`config.mk`:
```
export PLATFORM = sky130hd
export DESIGN_NAME = multi_func_reg
export DESIGN_NICKNAME = d
export VERILOG_FILES = /design/src/rtl/multi_func_reg_pkg.sv /design/src/rtl/mfr_edge_fill.sv /design/src/rtl/mfr_next_state.sv /design/src/rtl/mfr_state.sv /design/src/rtl/multi_func_reg.sv
export SDC_FILE = /design/constraint.sdc
export NUM_CORES = 1
export LEC_CHECK = 0
export ABC_AREA = 1
export BUFFER_PORTS_ARGS = -buffer_cell sky130_fd_sc_hd__buf_2
export CAP_MARGIN = 20
export CORE_MARGIN = 1
export CORE_UTILIZATION = 27
export DETAILED_ROUTE_END_ITERATION = 7
export HOLD_SLACK_MARGIN = 0.03
export REMOVE_ABC_BUFFERS = 1
export SKIP_CTS_REPAIR_TIMING = 1
export SYNTH_ARGS = -nofsm -noshare
export SYNTH_HDL_FRONTEND = slang
export SYNTH_SLANG_ARGS = --single-unit
export TNS_END_PERCENT = 1
```
`constraint.sdc`:
```
create_clock -name clk_i -period 2.1 [get_ports clk_i]
set_input_delay 0.42 -clock clk_i [delete_from_list [all_inputs] [get_ports clk_i]]
set_output_delay 0.42 -clock clk_i [all_outputs]
set_load 0.02 [all_outputs]
```
`src/rtl/multi_func_reg_pkg.sv`:
```
package multi_func_reg_pkg;
  typedef enum logic [2:0] {
    OP_SHL  = 3'b000,
    OP_ROL  = 3'b001,
    OP_SHR  = 3'b010,
    OP_ROR  = 3'b011,
    OP_HOLD = 3'b100,
    OP_LOAD = 3'b101,
    OP_INV  = 3'b110,
    OP_ONES = 3'b111
  } op_e;
endpackage

```
`src/rtl/mfr_edge_fill.sv`:
```
// Picks the bit entering the vacated end for shifts and rotates.
module mfr_edge_fill
  import multi_func_reg_pkg::*;
(
  input  op_e  op_i,
  input  logic shl_in_i,
  input  logic shr_in_i,
  input  logic q_msb_i,
  input  logic q_lsb_i,
  output logic fill_lsb_o,
  output logic fill_msb_o
);
  always_comb begin
    fill_lsb_o = (op_i == OP_ROL) ? q_msb_i : shl_in_i;
    fill_msb_o = (op_i == OP_ROR) ? q_lsb_i : shr_in_i;
  end
endmodule

```
`src/rtl/mfr_next_state.sv`:
```
module mfr_next_state
  import multi_func_reg_pkg::*;
#(
  parameter int WIDTH = 4
) (
  input  op_e              op_i,
  input  logic [WIDTH-1:0] q_i,
  input  logic [WIDTH-1:0] par_i,
  input  logic             fill_lsb_i,
  input  logic             fill_msb_i,
  output logic [WIDTH-1:0] d_o
);
  localparam int MSB = WIDTH - 1;

  for (genvar i = 0; i < WIDTH; i++) begin : g_bit
    logic from_right;  // value moving left into bit i
    logic from_left;   // value moving right into bit i

    if (i == 0) begin : g_lo
      assign from_right = fill_lsb_i;
    end else begin : g_lo_n
      assign from_right = q_i[i-1];
    end

    if (i == MSB) begin : g_hi
      assign from_left = fill_msb_i;
    end else begin : g_hi_n
      assign from_left = q_i[i+1];
    end

    always_comb begin
      unique case (op_i)
        OP_SHL, OP_ROL: d_o[i] = from_right;
        OP_SHR, OP_ROR: d_o[i] = from_left;
        OP_HOLD:        d_o[i] = q_i[i];
        OP_LOAD:        d_o[i] = par_i[i];
        OP_INV:         d_o[i] = ~q_i[i];
        OP_ONES:        d_o[i] = 1'b1;
        default:        d_o[i] = q_i[i];
      endcase
    end
  end
endmodule

```
`src/rtl/mfr_state.sv`:
```
module mfr_state #(
  parameter int WIDTH = 4
) (
  input  logic             clk_i,
  input  logic             rst_ni,
  input  logic [WIDTH-1:0] d_i,
  output logic [WIDTH-1:0] q_o
);
  always_ff @(posedge clk_i) begin
    if (!rst_ni) q_o <= '0;
    else         q_o <= d_i;
  end
endmodule

```
`src/rtl/multi_func_reg.sv`:
```
module multi_func_reg
  import multi_func_reg_pkg::*;
#(
  parameter int WIDTH = 4
) (
  input  logic             clk_i,
  input  logic             rst_ni,
  input  logic [2:0]       sel_i,
  input  logic             shl_in_i,
  input  logic             shr_in_i,
  input  logic [WIDTH-1:0] par_i,
  output logic [WIDTH-1:0] q_o
);
  localparam int MSB = WIDTH - 1;

  op_e              op;
  logic             fill_lsb;
  logic             fill_msb;
  logic [WIDTH-1:0] d;

  assign op = op_e'(sel_i);

  mfr_edge_fill i_fill (
    .op_i      (op),
    .shl_in_i  (shl_in_i),
    .shr_in_i  (shr_in_i),
    .q_msb_i   (q_o[MSB]),
    .q_lsb_i   (q_o[0]),
    .fill_lsb_o(fill_lsb),
    .fill_msb_o(fill_msb)
  );

  mfr_next_state #(.WIDTH(WIDTH)) i_next (
    .op_i      (op),
    .q_i       (q_o),
    .par_i     (par_i),
    .fill_lsb_i(fill_lsb),
    .fill_msb_i(fill_msb),
    .d_o       (d)
  );

  mfr_state #(.WIDTH(WIDTH)) i_state (
    .clk_i (clk_i),
    .rst_ni(rst_ni),
    .d_i   (d),
    .q_o   (q_o)
  );
endmodule

```
---- After elaboration in Yosys (flattened, before gate mapping) ----
Cells that the tools add are included.
storage, ports and cells
  input bits .............................. 11
  logic and storage cells ................. 21
  flip-flop bits (word level) ............. 4
  output and inout port bits .............. 4
cells by class
  mux-type cells .......................... 6
  reductions and logical operators ........ 3
  equality and inequality tests ........... 7
  bitwise operators ....................... 4
operator list
  operator            count
  $pmux 1 s5          4
  $eq 3x3->1 const B  4
  $eq 3x2->1 const B  2
  $not 1->1           4
  $reduce_or 2->1     2
  $eq 3x1->1 const B  1
  $logic_not 3->1     1
  $mux 1              2

---- Depth between registers and ports, before layout ----
  depth after elaboration ................. 3
  depth in mapped cells ................... 9
  depth with buffers taken out ............ 9

---- By module ----
Synthesis repeated with hierarchy kept, for this count alone.
unflattened totals
  cells, all modules ...................... 76
  area total of the unflattened synthesis .. 430.4 µm²
by module, submodules not included
  module          times used  area an instance (µm²)  cells each  seq. area each (µm²)
  mfr_next_state  1           275.3                   54          0.0
  mfr_state       1           110.1                   12          80.1
  mfr_edge_fill   1           45.0                    10          0.0

---- Worst setup path before layout ----
No wires, ideal clock.
  kind .................................... input to register
  start ................................... input port sel_i[1]
  end ..................................... register i_state.q_o[3]
  stages .................................. 7
  data required time ...................... 1.991 ns
  library setup time ...................... 0.109 ns
  arrival ................................. 1.024 ns
  path buffers ............................ 1
  path slack .............................. 0.967 ns
  path through ............................ buf_6 > nor3_2 > inv_2 > o21ai_2 > inv_1 > nand2_1 > inv_1
between the ends
  longest elaborated chain between the ends .. 3
  elaborated cells on any way between the ends .. 12
ends and longest elaborated chain
  item                                              line                                       RTL
  from (decl)                                       multi_func_reg.sv:8                        input logic [2:0] sel_i,
  $eq 3x2->1 (tied with other cells)                mfr_edge_fill.sv:15, mfr_next_state.sv:32
  $mux 1 / $reduce_or 2->1 (equally long branches)  mfr_edge_fill.sv:15, mfr_next_state.sv:32
  $pmux 1 s5                                        mfr_next_state.sv:32                       unique case (op_i)
  to (signal assigned)                              mfr_state.sv:11                            else q_o <= d_i;
  to (decl)                                         mfr_state.sv:7                             output logic [WIDTH-1:0] q_o
Parallel ways exist; a longest one is shown, timed or not.
A chain may end at the register's enable or synchronous reset.

---- Worst setup path after layout ----
  start ................................... register i_state.q_o[3]
  end ..................................... output port q_o[3]
RTL lines
  item       line                  RTL
  to (decl)  multi_func_reg.sv:12  output logic [WIDTH-1:0] q_o
No word-level cell between the ends.

==> run metrics <==
Starting Density 0.2913; setup_tns 0 ps; Final #Nets 90; Worst setup EP type output port; largest net degree at the start of global routing 10; CP Class flip-flop to output port; final critical-path required period 1229 ps; footprint of the multi-input gates 221.5 µm²; FMAX 0.8136 GHz; Pleak 0.0002474 µW; initial antenna violation count 0; Routed met2 length 414 µm; Max Root-Sink Buffers 2; overall routing resource usage 0.1301; final-layout fill cell count 160; clk sinks 4; Crit path max-delay family flip-flops; Slew @ Worst Pin 268.8 ps; I/O Pins 15; first-pass GRT wire length 1283 µm; endpoints failing hold 0; GP Congestion 0.8716; H-tree Lvls 1; largest vdd supply drop 0.0002508 V; per-cell routed wire length 9.239 µm; full die area 1558 µm²; setup violators final 0; worst path bufs/invs 1; PD cells 574.9 nW/µm²; max reg flops 4; via count 438; Yosys warnings 0; Tcrit/Tclk final 0.5853; number of routed nets with antenna violations 0; max-slew violation count 0; uppermost layer routed met3; crit path cell chain buf_2; main area contributors after synthesis dfxtp_1 (21%), nand2_1 (20%), nand3_1 (7.9%); ant diodes 0; Slew headroom 0.8198; Die X-Extent 39.47 µm; Remaining DRCs 0; initial DRC count 14; Routed met3 length 41 µm; Required @ worst endpoint 1680 ps; Core ar. 1301 µm²; CP max-delay cell dfxtp_1; area grow syn2layout 19.47%; Hold WC Path Type flip-flop to flip-flop; share of cells above drive strength 1 0.2987; pre-CTS setup slack 794.5 ps; Avg Inst Size Synth 5.924 µm²; Initial DRT Pass Iterations 4; most frequent cells in the layout nand2_1 (20), buf_2 (14), nand3_1 (6), nor2_1 (6), inv_1 (6); sequential fraction of the synthesis area 0.2112; synthesized area 379.1 µm²; HPWL after DPL 694.9 µm; final WL 850 µm; Setup Skew 2.420 ps; Worst path max stage delay 380 ps; site row count 13; clock latency on the worst-skew pair 230 ps; total CTS buffers 3; Regs by FF count i_state.q_o (4); Final WS setup 870.8 ps; top cell type's share of synthesized area 0.2112; Reg area 80.08 µm²; Synth Register Bits 4; CP max FO 4; vias per inst 4.761; largest area contributor in the netlist dfxtp_1; critical path arrival 810 ps; RSZ-0062 raised after global routing false; commonest non-fill, non-tap cell in the layout nand2_1; max_cap viols 0; die height 39.47 µm; startpoint types flip-flop; Post-Syn Instances 64; port bufs 14; Biggest register i_state.q_o; outcome finished clean; fin util 0.3481; vias in the first global route 341; post-synth cell types 18; Congestion Overflow GR 0; Worst-path clk slew 40 ps; Root Driver clkbuf_4; CTS tree built; wl on met1 394 µm; FF-to-FF setup slack 1130 ps
==> kinds of logic (layout without fill, tap and decap cells) <==
logic type / after synthesis / after routing / synth area share
and+or+nand+nor: 38 / 38 / 0.4455
DFF: 4 / 4 / 0.2112
AOI/OAI and AO/OA: 8 / 8 / 0.1386
buffers and inverters: 14 / 27 / 0.2046
==> worst reg2reg max path, delay by kind of cell, from the launching register on <==
family                 cells  cell delay [ps]
buffers and inverters      2              110
flip-flops                 1              380
AND/OR/NAND/NOR            5              380
==> per-stage QoR <==
step           power, µW  cells  hold slack [ps]  instance area (µm²)
2_1_floorplan      137.4     60            550.5                341.6
3_3_place_gp       168.9     89            469.5                430.4
3_5_place_dp       168.3     89            472.3                430.4
4_1_cts            267.6     92            467.3                452.9
5_1_grt            280.2     92            495.5                452.9
6_report           260.4     92            473.8                452.9
==> power by group <==
part	internal, µW	switching (µW)	total [µW]
logic	28.6	47.4	76.0
clock network	63.8	29.6	93.4
registers	83.9	7.10	91.0
==> layer usage <==
metal	track usage	vias to the layer above
met5	0	-
met4	0.1207	0
met3	0.03409	0
met2	0.1885	16
met1	0.1515	190
li1	-	232
==> cell usage after synthesis (all sizes together) <==
cell / instances
inv: 10
nand4: 4
o211ai: 1
nor3: 1
o21ai: 4
nor2: 6
a21boi: 1
nand3: 6
nand2: 20
dfxtp: 4
buf: 4
or2: 1
a21oi: 1
o2111ai: 1
==> path summary, 6_finish.rpt <==
check / start / endpoint / cells past startpoint
hold / removal: i_state.q_o[1] / i_state.q_o[1] / 2
hold reg to reg: i_state.q_o[1] / i_state.q_o[1] / 2
setup / recovery: i_state.q_o[3] / q_o[3] / 1
setup reg to reg: i_state.q_o[3] / i_state.q_o[3] / 7
==> layout make-up <==
class / count / area share
flip-flops and latches: 4 / 0.1768
well taps: 15 / 0.04144
inverters: 10 / 0.08840
clock buffers: 3 / 0.04972
multi-input cells: 46 / 0.4889
repair buffers: 14 / 0.1547
Note: power is estimated with default switching activity, not from simulation.
